==> config.mk <==
export PLATFORM = sky130hd
export DESIGN_NAME = crc16_engine
export DESIGN_NICKNAME = d
export VERILOG_FILES = /design/src/rtl/crc16_pkg.sv /design/src/rtl/crc16_bit_step.sv /design/src/rtl/crc16_byte_unroll.sv /design/src/rtl/crc16_seq_ctrl.sv /design/src/rtl/crc16_engine.sv
export SDC_FILE = /design/constraint.sdc
export NUM_CORES = 1
export LEC_CHECK = 0
export BUFFER_PORTS_ARGS = -buffer_cell sky130_fd_sc_hd__buf_2
export CAP_MARGIN = 5
export CORE_UTILIZATION = 50
export CTS_CLUSTER_SIZE = 40
export DETAILED_ROUTE_END_ITERATION = 12
export MAX_ROUTING_LAYER = met4
export PLACE_DENSITY_LB_ADDON = 0.25
export RECOVER_POWER = 100
export SETUP_SLACK_MARGIN = 0.15
export SLEW_MARGIN = 30
export SYNTH_ARGS = -nofsm -noshare
export SYNTH_HDL_FRONTEND = slang
export SYNTH_SLANG_ARGS = --single-unit
==> constraint.sdc <==
create_clock -name clk -period 2.13 [get_ports clk]
set_clock_uncertainty 0.05 [all_clocks]
set_input_delay 0.5325 -clock clk [delete_from_list [all_inputs] [get_ports clk]]
set_output_delay 0.5325 -clock clk [all_outputs]
set_load 0.01 [all_outputs]
==> src/rtl/crc16_pkg.sv <==
package crc16_pkg;
  localparam int unsigned CRC_W  = 16;
  localparam int unsigned BYTE_W = 8;
  typedef logic [CRC_W-1:0] crc_t;
  localparam crc_t CRC_PRESET    = 16'hFFFF;
  localparam crc_t CRC_POLY_REFL = 16'hA001;
endpackage

==> src/rtl/crc16_bit_step.sv <==
module crc16_bit_step #(
  parameter int unsigned W = 16,
  parameter logic [W-1:0] POLY = 16'hA001
) (
  input  logic [W-1:0] crc_in,
  output logic [W-1:0] crc_out
);
  logic [W-1:0] shifted;

  always_comb begin
    shifted = crc_in >> 1;
    if (crc_in[0]) begin
      crc_out = shifted ^ POLY;
    end else begin
      crc_out = shifted;
    end
  end
endmodule

==> src/rtl/crc16_byte_unroll.sv <==
module crc16_byte_unroll #(
  parameter int unsigned W  = 16,
  parameter int unsigned DW = 8,
  parameter logic [W-1:0] POLY = 16'hA001
) (
  input  logic [W-1:0]  crc_in,
  input  logic [DW-1:0] byte_in,
  output logic [W-1:0]  crc_out
);
  logic [W-1:0] stage [DW+1];

  assign stage[0] = crc_in ^ {{(W-DW){1'b0}}, byte_in};

  for (genvar i = 0; i < DW; i++) begin : g_step
    crc16_bit_step #(.W(W), .POLY(POLY)) u_step (
      .crc_in (stage[i]),
      .crc_out(stage[i+1])
    );
  end

  assign crc_out = stage[DW];
endmodule

==> src/rtl/crc16_seq_ctrl.sv <==
module crc16_seq_ctrl #(
  parameter int unsigned DW = 8,
  localparam int unsigned CNT_W = (DW > 2) ? $clog2(DW) : 1
) (
  input  logic clk,
  input  logic rst_n,
  input  logic start_i,
  input  logic accept_i,
  output logic busy_o
);
  logic [CNT_W-1:0] cnt_q;
  logic [CNT_W-1:0] cnt_d;
  logic             cnt_en;

  always_comb begin
    cnt_d  = cnt_q;
    cnt_en = 1'b0;
    if (start_i) begin
      cnt_d  = '0;
      cnt_en = 1'b1;
    end else if (accept_i) begin
      cnt_d  = CNT_W'(DW - 1);
      cnt_en = 1'b1;
    end else if (busy_o) begin
      cnt_d  = cnt_q - CNT_W'(1);
      cnt_en = 1'b1;
    end
  end

  always_ff @(posedge clk or negedge rst_n) begin
    if (!rst_n) begin
      cnt_q <= '0;
    end else if (cnt_en) begin
      cnt_q <= cnt_d;
    end
  end

  assign busy_o = (cnt_q != '0);


  accept_goes_busy_chk: assert property (@(posedge clk) disable iff (!rst_n)
    (accept_i && !start_i) |=> busy_o);


  busy_counts_down_chk: assert property (@(posedge clk) disable iff (!rst_n)
    (busy_o && !start_i) |=> (cnt_q == $past(cnt_q) - CNT_W'(1)));
endmodule

==> src/rtl/crc16_engine.sv <==
module crc16_engine
  import crc16_pkg::*;
#(
  parameter bit           SERIAL = 1'b1,
  parameter int unsigned  DW     = BYTE_W,
  parameter logic [15:0]  POLY   = CRC_POLY_REFL,
  parameter logic [15:0]  PRESET = CRC_PRESET
) (
  input  logic        clk,
  input  logic        rst_n,
  input  logic        frame_start,
  input  logic        in_valid,
  input  logic [7:0]  in_byte,
  output logic        in_ready,
  output logic [15:0] crc_wire,
  output logic        frame_ok
);
  localparam int unsigned W = CRC_W;

  crc_t crc_q;
  crc_t crc_d;
  logic crc_en;
  logic accept;
  logic busy;
  crc_t upd;

  assign accept = in_valid && in_ready && !frame_start;

  if (SERIAL) begin : g_serial
    crc_t step_in;
    crc16_seq_ctrl #(.DW(DW)) u_ctrl (
      .clk     (clk),
      .rst_n   (rst_n),
      .start_i (frame_start),
      .accept_i(accept),
      .busy_o  (busy)
    );
    assign step_in = accept ? (crc_q ^ {{(W-DW){1'b0}}, in_byte[DW-1:0]}) : crc_q;
    crc16_bit_step #(.W(W), .POLY(POLY)) u_step (
      .crc_in (step_in),
      .crc_out(upd)
    );
  end else begin : g_unrolled
    assign busy = 1'b0;
    crc16_byte_unroll #(.W(W), .DW(DW), .POLY(POLY)) u_unroll (
      .crc_in (crc_q),
      .byte_in(in_byte[DW-1:0]),
      .crc_out(upd)
    );
  end

  assign in_ready = !busy;

  always_comb begin
    crc_d  = crc_q;
    crc_en = 1'b0;
    if (frame_start) begin
      crc_d  = PRESET;
      crc_en = 1'b1;
    end else if (accept || busy) begin
      crc_d  = upd;
      crc_en = 1'b1;
    end
  end

  always_ff @(posedge clk or negedge rst_n) begin
    if (!rst_n) begin
      crc_q <= PRESET;
    end else if (crc_en) begin
      crc_q <= crc_d;
    end
  end

  assign crc_wire = {crc_q[7:0], crc_q[15:8]};
  assign frame_ok = in_ready && (crc_q == '0);


  preset_on_start_chk: assert property (@(posedge clk) disable iff (!rst_n)
    frame_start |=> (crc_wire == {PRESET[7:0], PRESET[15:8]} && in_ready));


  idle_hold_chk: assert property (@(posedge clk) disable iff (!rst_n)
    (in_ready && !in_valid && !frame_start) |=> $stable(crc_wire));


  ok_means_zero_chk: assert property (@(posedge clk) disable iff (!rst_n)
    frame_ok |-> (crc_wire == 16'h0000));
endmodule

==> results of run 1 <==
flip-flops by register name, indices dropped and copies added (netlist names):
register and count:
crc_q 16, g_serial.u_ctrl.cnt_q 3
final cells by class:
cell class / count / area (um2) / share of cell area
multi-input cells: 87 / 582 / 0.428
flip-flops and latches: 19 / 495 / 0.365
repair buffers: 36 / 209 / 0.154
well taps: 27 / 33.8 / 0.0249
clock buffers: 3 / 22.5 / 0.0166
inverters: 3 / 11.3 / 0.00829
clock inverters: 1 / 5.00 / 0.00368
cell usage in the layout, fill, tap and decap left out, drive strengths merged, types with 2 or more instances in the layout:
cell type and instances:
buf 31, nand2 17, dfstp 16, nor2 10
a21oi 8, clkbuf 8, o21ai 7, o22a 6
and3 6, a21o 6, nor4 4, dfrtp 3
inv 3, a211oi 2, nor3 2, nor2b 2
or3 2, ha 2
cells by family (layout without fill, tap and decap cells):
group	count (synthesis)	after routing	share of synthesized area
DFF	19	19	0.461
muxes	1	1	0.00931
buffers and inverters	9	43	0.0373
and+or+nand+nor	48	48	0.227
adders and majority gates	2	2	0.0233
xor gates and xnor gates	1	1	0.0221
AOI/OAI and AO/OA	35	35	0.220
worst max-delay path: stages (launching register included):
cell	delay [ns]
dfrtp_1	0.42
inv_2	0.09
ha_4	0.14
nor2b_4	0.17
nand2_1	0.07
nor2_1	0.09
clkbuf_2	0.14
where the power goes:
group	switching (mW)	leakage [nW]	total [mW]	internal [mW]
registers	0.155	0.189	0.672	0.517
clock network	0.122	0.0177	0.192	0.0701
logic	0.406	0.330	0.835	0.430
total	0.683	0.537	1.70	1.02
routing by layer:
layer | vias to the layer above | GRT usage | share of wire
met2 | 42 | 0.415 | 0.49
li1 | 483 | - | -
met4 | 0 | 0.118 | 0.017
met3 | 6 | 0.0503 | 0.066
met5 | - | - | 0
met1 | 501 | 0.336 | 0.42
final timing paths:
kind,from,endpoint,cells past startpoint
max,g_serial.u_ctrl.cnt_q[1],frame_ok,6
min,rst_n,g_serial.u_ctrl.cnt_q[0],1
max reg2reg,g_serial.u_ctrl.cnt_q[1],crc_q[4],7
min reg2reg,crc_q[8],crc_q[8],2
max in group asynchronous,rst_n,g_serial.u_ctrl.cnt_q[2],1
min in group clk,frame_start,g_serial.u_ctrl.cnt_q[2],2
repair_timing:
| action | 4_1_cts | 5_1_grt |
|---|---|---|
| endpoints found under the setup margin | 2 | 10 |
| hold buffers | 0 | 0 |
| buffers inserted | 2 | 1 |
| pin swaps | 1 | 1 |
| resized for setup | 8 | 3 |
stage by stage:
| step | std cells | util | total power [mW] |
|---|---|---|---|
| finish | 176 | 0.686 | 1.70 |
| global route | 176 | 0.686 | 1.81 |
| CTS | 175 | 0.677 | 1.69 |
| detailed placement | 169 | 0.640 | 1.41 |
| global placement | 169 | 0.640 | 1.37 |
| floorplan | 115 | - | 1.13 |
==> flow_results.xml, run 1 <==
<?xml version="1.0" encoding="UTF-8"?>
<metrics>
  <group name="floorplanning">
    <metric name="floorplan.io_pins" unit="">30</metric>
    <metric name="die_width" unit="um">48.4</metric>
    <metric name="fp.dieArea" unit="um2">2340</metric>
    <metric name="start_util" unit="">0.542</metric>
    <metric name="rows" unit="">16</metric>
    <metric name="floorplan.core_area" unit="um2">1980</metric>
    <metric name="die-height" unit="um">48.4</metric>
  </group>
  <group name="timing">
    <metric name="fin_setup_tns" unit="ns">0</metric>
    <metric name="fin_ws" unit="ns">0.114</metric>
    <metric name="max_slew.worst_pin.slew" unit="ns">1.06</metric>
    <metric name="hold_viol_final" unit="">0</metric>
    <metric name="relative_slew_margins" unit="">0.293</metric>
    <metric name="min_period" unit="ns">2.02</metric>
    <metric name="slew_viol_final" unit="">0</metric>
    <metric name="finalHoldWorstSlack" unit="ns">0.335</metric>
    <metric name="final_worst_path_period_share" unit="">0.947</metric>
    <metric name="setup_repair_after_global_routing_missed_its_margin" unit="">true</metric>
    <metric name="fmaxAchievable" unit="GHz">0.496</metric>
    <metric name="setup_viol_count_final" unit="">0</metric>
  </group>
  <group name="cts">
    <metric name="cts_max_path_buffers" unit="">2</metric>
    <metric name="worst_skew_pair.late_latency" unit="ns">0.30</metric>
    <metric name="cts_tree" unit="">built</metric>
    <metric name="cts_sink_cnt" unit="">19</metric>
    <metric name="cts-buffers-inserted" unit="">3</metric>
    <metric name="cts_root_buffer_type" unit="">clkbuf_4</metric>
    <metric name="cts.reportedPaths.clkPinSlew" unit="ns">0.12</metric>
    <metric name="htreeDepth" unit="">1</metric>
  </group>
  <group name="grt">
    <metric name="grt_pass1_wl" unit="um">4660</metric>
    <metric name="track_usage" unit="">0.265</metric>
    <metric name="grt_overflow" unit="">0</metric>
    <metric name="grt_pass1_vias" unit="">1019</metric>
    <metric name="grt_antenna_before_repair" unit="">0</metric>
    <metric name="maximum_number_of_pins_on_one_net_before_global_route_repair" unit="">20</metric>
  </group>
  <group name="setup_path">
    <metric name="crit_type" unit="">reg -&gt; out</metric>
    <metric name="timing.critical_path.arrival" unit="ns">1.43</metric>
    <metric name="cp.required" unit="ns">1.55</metric>
    <metric name="crit_path_end_kind" unit="">output port</metric>
    <metric name="critPathMaxFanout" unit="">3</metric>
    <metric name="r2r_slack" unit="ns">0.15</metric>
    <metric name="setup.worst_path.start_class" unit="">flip-flop</metric>
  </group>
  <group name="place">
    <metric name="hpwl" unit="um">1770</metric>
    <metric name="preCtsSetupSlack" unit="ns">0.213</metric>
    <metric name="dpl-instance-area" unit="um2">1270</metric>
    <metric name="portBuffers" unit="">29</metric>
    <metric name="finalWeightedCongestion" unit="">0.841</metric>
  </group>
  <group name="routing">
    <metric name="routedWlPerCell" unit="um">15.7</metric>
    <metric name="drt_wl_total" unit="um">2760</metric>
    <metric name="detail_route.first_pass.iterations" unit="">4</metric>
    <metric name="drt_first_iter_violations" unit="">25</metric>
    <metric name="route.vias.total" unit="">1032</metric>
    <metric name="final_antenna_net_count" unit="">0</metric>
    <metric name="avgViaCountPerCell" unit="">5.86</metric>
    <metric name="drc_violation_count_after_routing" unit="">0</metric>
  </group>
  <group name="logic_synthesis">
    <metric name="synth.largest_area_cell" unit="">dfstp_2</metric>
    <metric name="postSynthCellCount" unit="">115</metric>
    <metric name="yosysWarningCount" unit="">0</metric>
    <metric name="mappedNetlistNets" unit="">129</metric>
    <metric name="synth_commonest_cells" unit="">nand2_1, dfstp_2, nor2_1, a21oi_1, o21ai_0</metric>
    <metric name="ys_seq_elements" unit="">19</metric>
    <metric name="synth_top_area_share" unit="">0.391</metric>
    <metric name="ys_top_cells_by_area" unit="">dfstp_2, dfrtp_1, nand2_1</metric>
    <metric name="yosysUniqueCellTypes" unit="">33</metric>
    <metric name="synth_area_per_cell" unit="um2">9.35</metric>
    <metric name="synth.yosys.seq_area_share" unit="">0.461</metric>
    <metric name="post-synth-top-count-cell" unit="">nand2_1</metric>
    <metric name="synth_ff_type" unit="">dfstp_2</metric>
    <metric name="syn_area" unit="um2">1070</metric>
    <metric name="synth-async-reset-ratio" unit="">1.00</metric>
    <metric name="count_of_flip_flops_with_a_built_in_enable_after_synthesis" unit="">0</metric>
  </group>
  <group name="pwr">
    <metric name="static-leakage-power" unit="nW">0.537</metric>
    <metric name="power_per_cell_area" unit="nW/um2">1250</metric>
    <metric name="worst_ir_drop_vdd" unit="mV">0.646</metric>
  </group>
  <group name="cells_and_area">
    <metric name="final_layout_size_suffix_gt1_frac" unit="">0.315</metric>
    <metric name="area.growth.synth_to_final" unit="%">26.4</metric>
    <metric name="fillers" unit="">167</metric>
    <metric name="post-route-cell-area" unit="um2">1360</metric>
    <metric name="finalNetCount" unit="">164</metric>
    <metric name="antenna-diode-count" unit="">0</metric>
  </group>
  <group name="run_status">
    <metric name="status" unit="">finished clean</metric>
  </group>
  <group name="run">
    <metric name="drv.max_cap_violation_count" unit="">0</metric>
  </group>
  <group name="min_path">
    <metric name="holdCritPathClass" unit="">in -&gt; async</metric>
  </group>
</metrics>
Note: power is estimated with default switching activity, not from simulation.
==> run 2, diff against run 1 <==
Settings changed: ABC_AREA set to 1, CORE_UTILIZATION 50 to 51, PLACE_DENSITY set to 0.78, PLACE_DENSITY_LB_ADDON 0.25 to unset.
==> run 2 against run 1 <==
Against the previous run: routed wire length fell by 13%; first-iteration DRC count grew 24%; critical path depth is 1 higher; worst setup slack got worse by 0.043 ns; die area up 2.1%; synthesized cell count rose by 28%; cell count rose by 19%.
==> flow_results.xml, run 2 <==
<?xml version="1.0" encoding="UTF-8"?>
<metrics>
  <group name="grt">
    <metric name="grt_pass1_vias" unit="">977</metric>
    <metric name="grt_antenna_before_repair" unit="">0</metric>
    <metric name="grt_overflow" unit="">0</metric>
    <metric name="track_usage" unit="">0.231</metric>
    <metric name="maximum_number_of_pins_on_one_net_before_global_route_repair" unit="">20</metric>
    <metric name="grt_pass1_wl" unit="um">4180</metric>
  </group>
  <group name="place">
    <metric name="finalWeightedCongestion" unit="">0.815</metric>
    <metric name="hpwl" unit="um">1780</metric>
    <metric name="dpl-instance-area" unit="um2">1280</metric>
    <metric name="portBuffers" unit="">29</metric>
    <metric name="preCtsSetupSlack" unit="ns">0.183</metric>
  </group>
  <group name="run_status">
    <metric name="status" unit="">finished clean</metric>
  </group>
  <group name="setup_path">
    <metric name="critPathMaxFanout" unit="">2</metric>
    <metric name="crit_buf_inv" unit="">3</metric>
    <metric name="timing.critical_path.slowest_stage_cell" unit="">dfrtp_1</metric>
    <metric name="setup.worst_path.start_class" unit="">flip-flop</metric>
    <metric name="r2r_cells" unit="">8</metric>
    <metric name="cp.required" unit="ns">1.55</metric>
    <metric name="timing.critical_path.cells" unit="">inv_2 -&gt; ha_4 -&gt; inv_2 -&gt; nor2_4 -&gt; nand4_1 -&gt; nor4_2 -&gt; buf_2</metric>
    <metric name="crit_path_end_kind" unit="">output port</metric>
    <metric name="crit_type" unit="">reg -&gt; out</metric>
    <metric name="worst_path_most_repeated_cell" unit="">inv_2</metric>
    <metric name="slowest_delay" unit="ns">0.40</metric>
    <metric name="critical_path.top_delay_family" unit="">flip-flops</metric>
    <metric name="timing.critical_path.arrival" unit="ns">1.48</metric>
    <metric name="worst-path-stages" unit="">7</metric>
  </group>
  <group name="cells_and_area">
    <metric name="regArea" unit="um2">495</metric>
    <metric name="fillers" unit="">184</metric>
    <metric name="max_flop_register" unit="">crc_q</metric>
    <metric name="largest_register_ffs" unit="">16</metric>
    <metric name="layout_common_cells" unit="">nand2_1, inv_1, buf_2</metric>
    <metric name="most_frequent_standard_cell_in_the_layout_excluding_fill_and_tap_cells" unit="">nand2_1</metric>
    <metric name="area.growth.synth_to_final" unit="%">19.2</metric>
    <metric name="multi_input_comb_area" unit="um2">472</metric>
    <metric name="post-route-cell-area" unit="um2">1340</metric>
    <metric name="antenna-diode-count" unit="">0</metric>
    <metric name="finalNetCount" unit="">197</metric>
    <metric name="biggest_regs" unit="">crc_q (16), g_serial.u_ctrl.cnt_q (3)</metric>
    <metric name="final_layout_size_suffix_gt1_frac" unit="">0.280</metric>
  </group>
  <group name="cts">
    <metric name="worst_skew_pair.late_latency" unit="ns">0.30</metric>
    <metric name="cts-buffers-inserted" unit="">3</metric>
    <metric name="htreeDepth" unit="">1</metric>
    <metric name="cts_root_buffer_type" unit="">clkbuf_4</metric>
    <metric name="cts_tree" unit="">built</metric>
    <metric name="cts.hold.buffers_added" unit="">0</metric>
    <metric name="cts_sink_cnt" unit="">19</metric>
    <metric name="cts.reportedPaths.clkPinSlew" unit="ns">0.10</metric>
    <metric name="cts_max_path_buffers" unit="">2</metric>
  </group>
  <group name="logic_synthesis">
    <metric name="synth.area.mux_share" unit="">0</metric>
    <metric name="synth_top_family_by_area" unit="">simple AND/OR/NAND/NOR gates</metric>
    <metric name="count_of_flip_flops_with_a_built_in_enable_after_synthesis" unit="">0</metric>
    <metric name="post_synth_and_or_nand_nor_area_fraction" unit="">0.279</metric>
    <metric name="synth.largest_area_cell" unit="">dfstp_2</metric>
    <metric name="synth_xor_xnor_area_share" unit="">0.00782</metric>
    <metric name="postSynthCellCount" unit="">147</metric>
    <metric name="ys_top_cells_by_area" unit="">dfstp_2, nand2_1, inv_1</metric>
    <metric name="post-synth-top-count-cell" unit="">nand2_1</metric>
    <metric name="synth_fa_ha_area_frac" unit="">0.0223</metric>
    <metric name="ys_seq_elements" unit="">19</metric>
    <metric name="synth.yosys.seq_area_share" unit="">0.442</metric>
    <metric name="synth-compound-area-share" unit="">0.104</metric>
    <metric name="mappedNetlistNets" unit="">161</metric>
    <metric name="synth-async-reset-ratio" unit="">1.00</metric>
    <metric name="synth_commonest_cells" unit="">nand2_1, inv_1, dfstp_2, nand3_1</metric>
    <metric name="synth_ff_type" unit="">dfstp_2</metric>
    <metric name="synth_top_area_share" unit="">0.375</metric>
    <metric name="syn_area" unit="um2">1120</metric>
    <metric name="synth_area_per_cell" unit="um2">7.62</metric>
    <metric name="yosysWarningCount" unit="">0</metric>
    <metric name="yosysUniqueCellTypes" unit="">22</metric>
  </group>
  <group name="timing">
    <metric name="setup_repair_after_global_routing_missed_its_margin" unit="">true</metric>
    <metric name="final_worst_path_period_share" unit="">0.967</metric>
    <metric name="hold_viol_final" unit="">0</metric>
    <metric name="setup_viol_count_final" unit="">0</metric>
    <metric name="slew_viol_final" unit="">0</metric>
    <metric name="fmaxAchievable" unit="GHz">0.486</metric>
    <metric name="fin_ws" unit="ns">0.0704</metric>
    <metric name="min_period" unit="ns">2.06</metric>
    <metric name="relative_slew_margins" unit="">0.329</metric>
    <metric name="max_slew.worst_pin.slew" unit="ns">1.01</metric>
  </group>
  <group name="routing">
    <metric name="routedWlPerCell" unit="um">11.5</metric>
    <metric name="drt_wl_total" unit="um">2410</metric>
    <metric name="drc_violation_count_after_routing" unit="">0</metric>
    <metric name="drt_first_iter_violations" unit="">31</metric>
    <metric name="route.vias.total" unit="">1025</metric>
    <metric name="avgViaCountPerCell" unit="">4.90</metric>
    <metric name="final_antenna_net_count" unit="">0</metric>
    <metric name="detail_route.first_pass.iterations" unit="">4</metric>
  </group>
  <group name="pwr">
    <metric name="power_switching_share" unit="">0.394</metric>
    <metric name="power.switching" unit="uW">484</metric>
    <metric name="worst_ir_drop_vdd" unit="mV">0.530</metric>
    <metric name="power.clock.fraction" unit="">0.148</metric>
    <metric name="power_per_cell_area" unit="nW/um2">922</metric>
    <metric name="power.sequential.fraction" unit="">0.422</metric>
    <metric name="power.share.combinational" unit="">0.430</metric>
    <metric name="static-leakage-power" unit="nW">0.718</metric>
    <metric name="power_report.internal_total" unit="uW">746</metric>
    <metric name="finalPower" unit="mW">1.23</metric>
  </group>
  <group name="floorplanning">
    <metric name="rows" unit="">16</metric>
    <metric name="fp.dieArea" unit="um2">2390</metric>
    <metric name="die-height" unit="um">48.9</metric>
    <metric name="die_width" unit="um">48.9</metric>
    <metric name="start_util" unit="">0.554</metric>
    <metric name="floorplan.core_area" unit="um2">2020</metric>
    <metric name="floorplan.io_pins" unit="">30</metric>
  </group>
  <group name="run">
    <metric name="drv.max_cap_violation_count" unit="">0</metric>
  </group>
  <group name="min_path">
    <metric name="holdCritPathClass" unit="">in -&gt; async</metric>
  </group>
</metrics>
run 2: through the flow:
stage	std cells	setup TNS (ns)	hold WS (ns)	util
4_1_cts	209	0	0.115	0.670
2_1_floorplan	147	0	0.187	-
3_3_place_gp	201	0	0.435	0.634
3_5_place_dp	201	0	0.440	0.634
5_1_grt	209	-0.0160	0.396	0.660
6_report	209	0	0.329	0.660
run 2: timing repair:
action / 4_1_cts / 5_1_grt
buffers inserted: 4 / 0
pin swaps: 3 / 0
resized for setup: 6 / 1
gates cloned: 0 / 0
setup endpoints to repair: 1 / 1
run 2: kinds of logic (layout without fill, tap and decap cells):
logic type | Yosys count | count (layout)
AND/OR/NAND/NOR | 69 | 69
XOR/XNOR | 1 | 1
adder cells (fa/ha/maj) | 2 | 2
buffers and inverters | 38 | 73
AO/OA/AOI/OAI | 18 | 18
flip-flops | 19 | 19
run 2: worst reg2reg max path, cell delays in order, from the launching register on:
cell and delay, ns:
dfrtp_1 0.37, inv_2 0.06, ha_4 0.16, buf_4 0.12
nand2_1 0.12, nor3_1 0.11, nor2_2 0.55, inv_1 0.15
a21oi_1 0.16
run 2: final cells by class:
class / instances / area share
timing repair buffer: 34 / 0.131
inverter: 35 / 0.0984
clock buffer: 3 / 0.0169
tap: 27 / 0.0253
sequential: 19 / 0.371
clock inverter: 1 / 0.00375
multi-input combinational: 90 / 0.353
run 2: power by group through the flow:
stage | Combinational [mW] | Sequential (mW) | Clock (mW)
finish | 0.529 | 0.520 | 0.182
global route | 0.603 | 0.530 | 0.205
CTS | 0.542 | 0.522 | 0.188
detailed placement | 0.472 | 0.525 | 0
global placement | 0.458 | 0.518 | 0
floorplan | 0.314 | 0.546 | 0
run 2: routing by layer:
metal / up-vias / track usage / part of all wire
li1: 529 / - / -
met1: 471 / 0.282 / 0.47
met2: 23 / 0.405 / 0.49
met3: 2 / 0.0187 / 0.034
met4: 0 / 0.0735 / 0.0054
met5: - / - / 0
run 2: path summary, 6_finish.rpt:
kind | start | end | slack (ns)
setup / recovery | g_serial.u_ctrl.cnt_q[1] | frame_ok | 0.07
hold / removal | rst_n | g_serial.u_ctrl.cnt_q[1] | 0.33
setup reg to reg | g_serial.u_ctrl.cnt_q[1] | g_serial.u_ctrl.cnt_q[2] | 0.21
hold reg to reg | crc_q[13] | crc_q[12] | 0.48
max in group asynchronous | rst_n | g_serial.u_ctrl.cnt_q[2] | 1.10
min in group clk | crc_q[13] | crc_q[12] | 0.48
==> run 3, diff against run 2 <==
Settings changed: CORE_UTILIZATION 51 to 45, HOLD_SLACK_MARGIN set to 0.1, PLACE_DENSITY 0.78 to 0.7.
==> run 3 against run 2 <==
Against the previous run: clock power decreased by 3%; critical endpoint unchanged; highest routed layer unchanged; worst setup slack improved by 0.055 ns; final area unchanged; global-route usage down 1.2 points; sequential cell count unchanged; largest power group unchanged; fmax grew 2.7%.
==> flow_results.xml, run 3 (synthesis results as in run 2) <==
<?xml version="1.0" encoding="UTF-8"?>
<metrics>
  <group name="routing">
    <metric name="final_antenna_net_count" unit="">0</metric>
    <metric name="drt_first_iter_violations" unit="">16</metric>
    <metric name="avgViaCountPerCell" unit="">5.01</metric>
    <metric name="route.vias.total" unit="">1048</metric>
    <metric name="drt_wl_total" unit="um">2450</metric>
    <metric name="detail_route.first_pass.iterations" unit="">4</metric>
    <metric name="routedWlPerCell" unit="um">11.7</metric>
    <metric name="drc_violation_count_after_routing" unit="">0</metric>
  </group>
  <group name="timing">
    <metric name="fmaxAchievable" unit="GHz">0.499</metric>
    <metric name="min_period" unit="ns">2.00</metric>
    <metric name="hold_viol_final" unit="">0</metric>
    <metric name="final_worst_path_period_share" unit="">0.941</metric>
    <metric name="finalHoldWorstSlack" unit="ns">0.335</metric>
    <metric name="setup_viol_count_final" unit="">0</metric>
    <metric name="relative_slew_margins" unit="">0.331</metric>
    <metric name="fin_ws" unit="ns">0.125</metric>
    <metric name="max_slew.worst_pin.slew" unit="ns">1.00</metric>
    <metric name="slew_viol_final" unit="">0</metric>
    <metric name="setup_repair_after_global_routing_missed_its_margin" unit="">true</metric>
  </group>
  <group name="cells_and_area">
    <metric name="antenna-diode-count" unit="">0</metric>
    <metric name="fin_util" unit="">0.587</metric>
    <metric name="fillers" unit="">229</metric>
    <metric name="most_frequent_standard_cell_in_the_layout_excluding_fill_and_tap_cells" unit="">nand2_1</metric>
    <metric name="final_layout_size_suffix_gt1_frac" unit="">0.287</metric>
    <metric name="post-route-cell-area" unit="um2">1340</metric>
    <metric name="regArea" unit="um2">495</metric>
    <metric name="multi_input_comb_area" unit="um2">479</metric>
    <metric name="finalNetCount" unit="">196</metric>
    <metric name="biggest_regs" unit="">crc_q (16), g_serial.u_ctrl.cnt_q (3)</metric>
    <metric name="largest_register_ffs" unit="">16</metric>
    <metric name="layout_common_cells" unit="">nand2_1, inv_1, buf_2</metric>
    <metric name="area.growth.synth_to_final" unit="%">19.2</metric>
    <metric name="max_flop_register" unit="">crc_q</metric>
  </group>
  <group name="setup_path">
    <metric name="timing.critical_path.arrival" unit="ns">1.42</metric>
    <metric name="launch_point_of_the_worst_path" unit="">g_serial.u_ctrl.cnt_q[0]</metric>
    <metric name="crit_path_end_kind" unit="">output port</metric>
    <metric name="slowest_delay" unit="ns">0.39</metric>
    <metric name="cp.required" unit="ns">1.55</metric>
    <metric name="worst_path_most_repeated_cell" unit="">inv_2</metric>
    <metric name="timing.critical_path.slowest_stage_cell" unit="">dfrtp_1</metric>
    <metric name="critPathMaxFanout" unit="">2</metric>
    <metric name="worst_r2r_startpoint" unit="">g_serial.u_ctrl.cnt_q[0]</metric>
    <metric name="crit_type" unit="">reg -&gt; out</metric>
    <metric name="setup.worst_path.start_class" unit="">flip-flop</metric>
    <metric name="timing.critical_path.cells" unit="">inv_2 -&gt; ha_4 -&gt; inv_2 -&gt; nor2_4 -&gt; nand4_1 -&gt; nor4_2 -&gt; buf_2</metric>
  </group>
  <group name="floorplanning">
    <metric name="floorplan.core_area" unit="um2">2280</metric>
    <metric name="die-height" unit="um">51.9</metric>
    <metric name="start_util" unit="">0.492</metric>
    <metric name="fp.dieArea" unit="um2">2690</metric>
    <metric name="die_width" unit="um">51.9</metric>
    <metric name="rows" unit="">17</metric>
    <metric name="floorplan.io_pins" unit="">30</metric>
  </group>
  <group name="run_status">
    <metric name="status" unit="">finished clean</metric>
  </group>
  <group name="place">
    <metric name="portBuffers" unit="">29</metric>
    <metric name="preCtsSetupSlack" unit="ns">0.230</metric>
    <metric name="finalWeightedCongestion" unit="">0.740</metric>
    <metric name="hpwl" unit="um">1850</metric>
    <metric name="dpl-instance-area" unit="um2">1290</metric>
  </group>
  <group name="cts">
    <metric name="cts.hold.buffers_added" unit="">0</metric>
    <metric name="worst_skew_pair.late_latency" unit="ns">0.29</metric>
    <metric name="cts.reportedPaths.clkPinSlew" unit="ns">0.10</metric>
    <metric name="cts_max_path_buffers" unit="">2</metric>
    <metric name="cts-buffers-inserted" unit="">3</metric>
    <metric name="htreeDepth" unit="">1</metric>
    <metric name="cts_tree" unit="">built</metric>
    <metric name="cts_sink_cnt" unit="">19</metric>
    <metric name="cts_root_buffer_type" unit="">clkbuf_4</metric>
  </group>
  <group name="grt">
    <metric name="grt_pass1_wl" unit="um">4270</metric>
    <metric name="grt_antenna_before_repair" unit="">0</metric>
    <metric name="grt_pass1_vias" unit="">1045</metric>
    <metric name="grt_overflow" unit="">0</metric>
    <metric name="maximum_number_of_pins_on_one_net_before_global_route_repair" unit="">20</metric>
    <metric name="track_usage" unit="">0.219</metric>
  </group>
  <group name="min_path">
    <metric name="holdCritPathClass" unit="">in -&gt; async</metric>
  </group>
  <group name="pwr">
    <metric name="finalPower" unit="mW">1.22</metric>
    <metric name="worst_ir_drop_vdd" unit="mV">0.593</metric>
    <metric name="static-leakage-power" unit="nW">0.714</metric>
    <metric name="power_per_cell_area" unit="nW/um2">917</metric>
  </group>
  <group name="run">
    <metric name="drv.max_cap_violation_count" unit="">0</metric>
  </group>
</metrics>
-- run 3: cell types whose count changed in the layout (fill, tap and decap cells not counted), sizes merged --
cell,before,now
buf,28,26
clkbuf,9,10
-- run 3: power breakdown --
| part | internal, mW | switching, mW | total, mW |
|---|---|---|---|
| clock network | 0.0698 | 0.108 | 0.177 |
| logic | 0.208 | 0.319 | 0.527 |
| registers | 0.463 | 0.0564 | 0.519 |
-- run 3: timing repair --
action                                  CTS  global route
resized for setup                         5             2
pin swaps                                 2             0
buffers inserted                          2             0
endpoints found under the setup margin    1             1
-- run 3: final cells by class --
class / count / area share
Clock inverter: 1 / 0.00375
Inverter: 35 / 0.0984
Clock buffer: 3 / 0.0169
Sequential cell: 19 / 0.371
Timing Repair Buffer: 33 / 0.125
Multi-Input combinational cell: 90 / 0.359
Tap cell: 28 / 0.0262
-- run 3: critical path: cells and delay by family, from the launching register on --
kind                     cells  cell delay, ns
adder cells (fa/ha/maj)      1            0.13
flip-flops                   1            0.39
AND/OR/NAND/NOR              3            0.32
buffers and inverters        3            0.29
-- run 3: routing by layer --
metal / GRT usage / vias to the layer above / wire length, um
li1: - / 528 / -
met1: 0.266 / 493 / 1090
met2: 0.376 / 25 / 1240
met3: 0.0205 / 2 / 104
met4: 0.0811 / 0 / 16
met5: - / - / 0
-- run 3: worst paths after layout --
path	end	slack, ns	cells past startpoint
max reg2reg	g_serial.u_ctrl.cnt_q[1]	0.37	7
min reg2reg	crc_q[12]	0.47	2
max	frame_ok	0.13	7
min	g_serial.u_ctrl.cnt_q[2]	0.33	1
min in group clk	crc_q[12]	0.47	2
max in group asynchronous	g_serial.u_ctrl.cnt_q[0]	1.10	1
-- run 3: through the flow --
step,TNS (ns),std cells
after CTS,0,209
final,0,209
after global routing,-0.0103,209
after floorplan,0,147
after global placement,0,203
after detailed placement,0,203
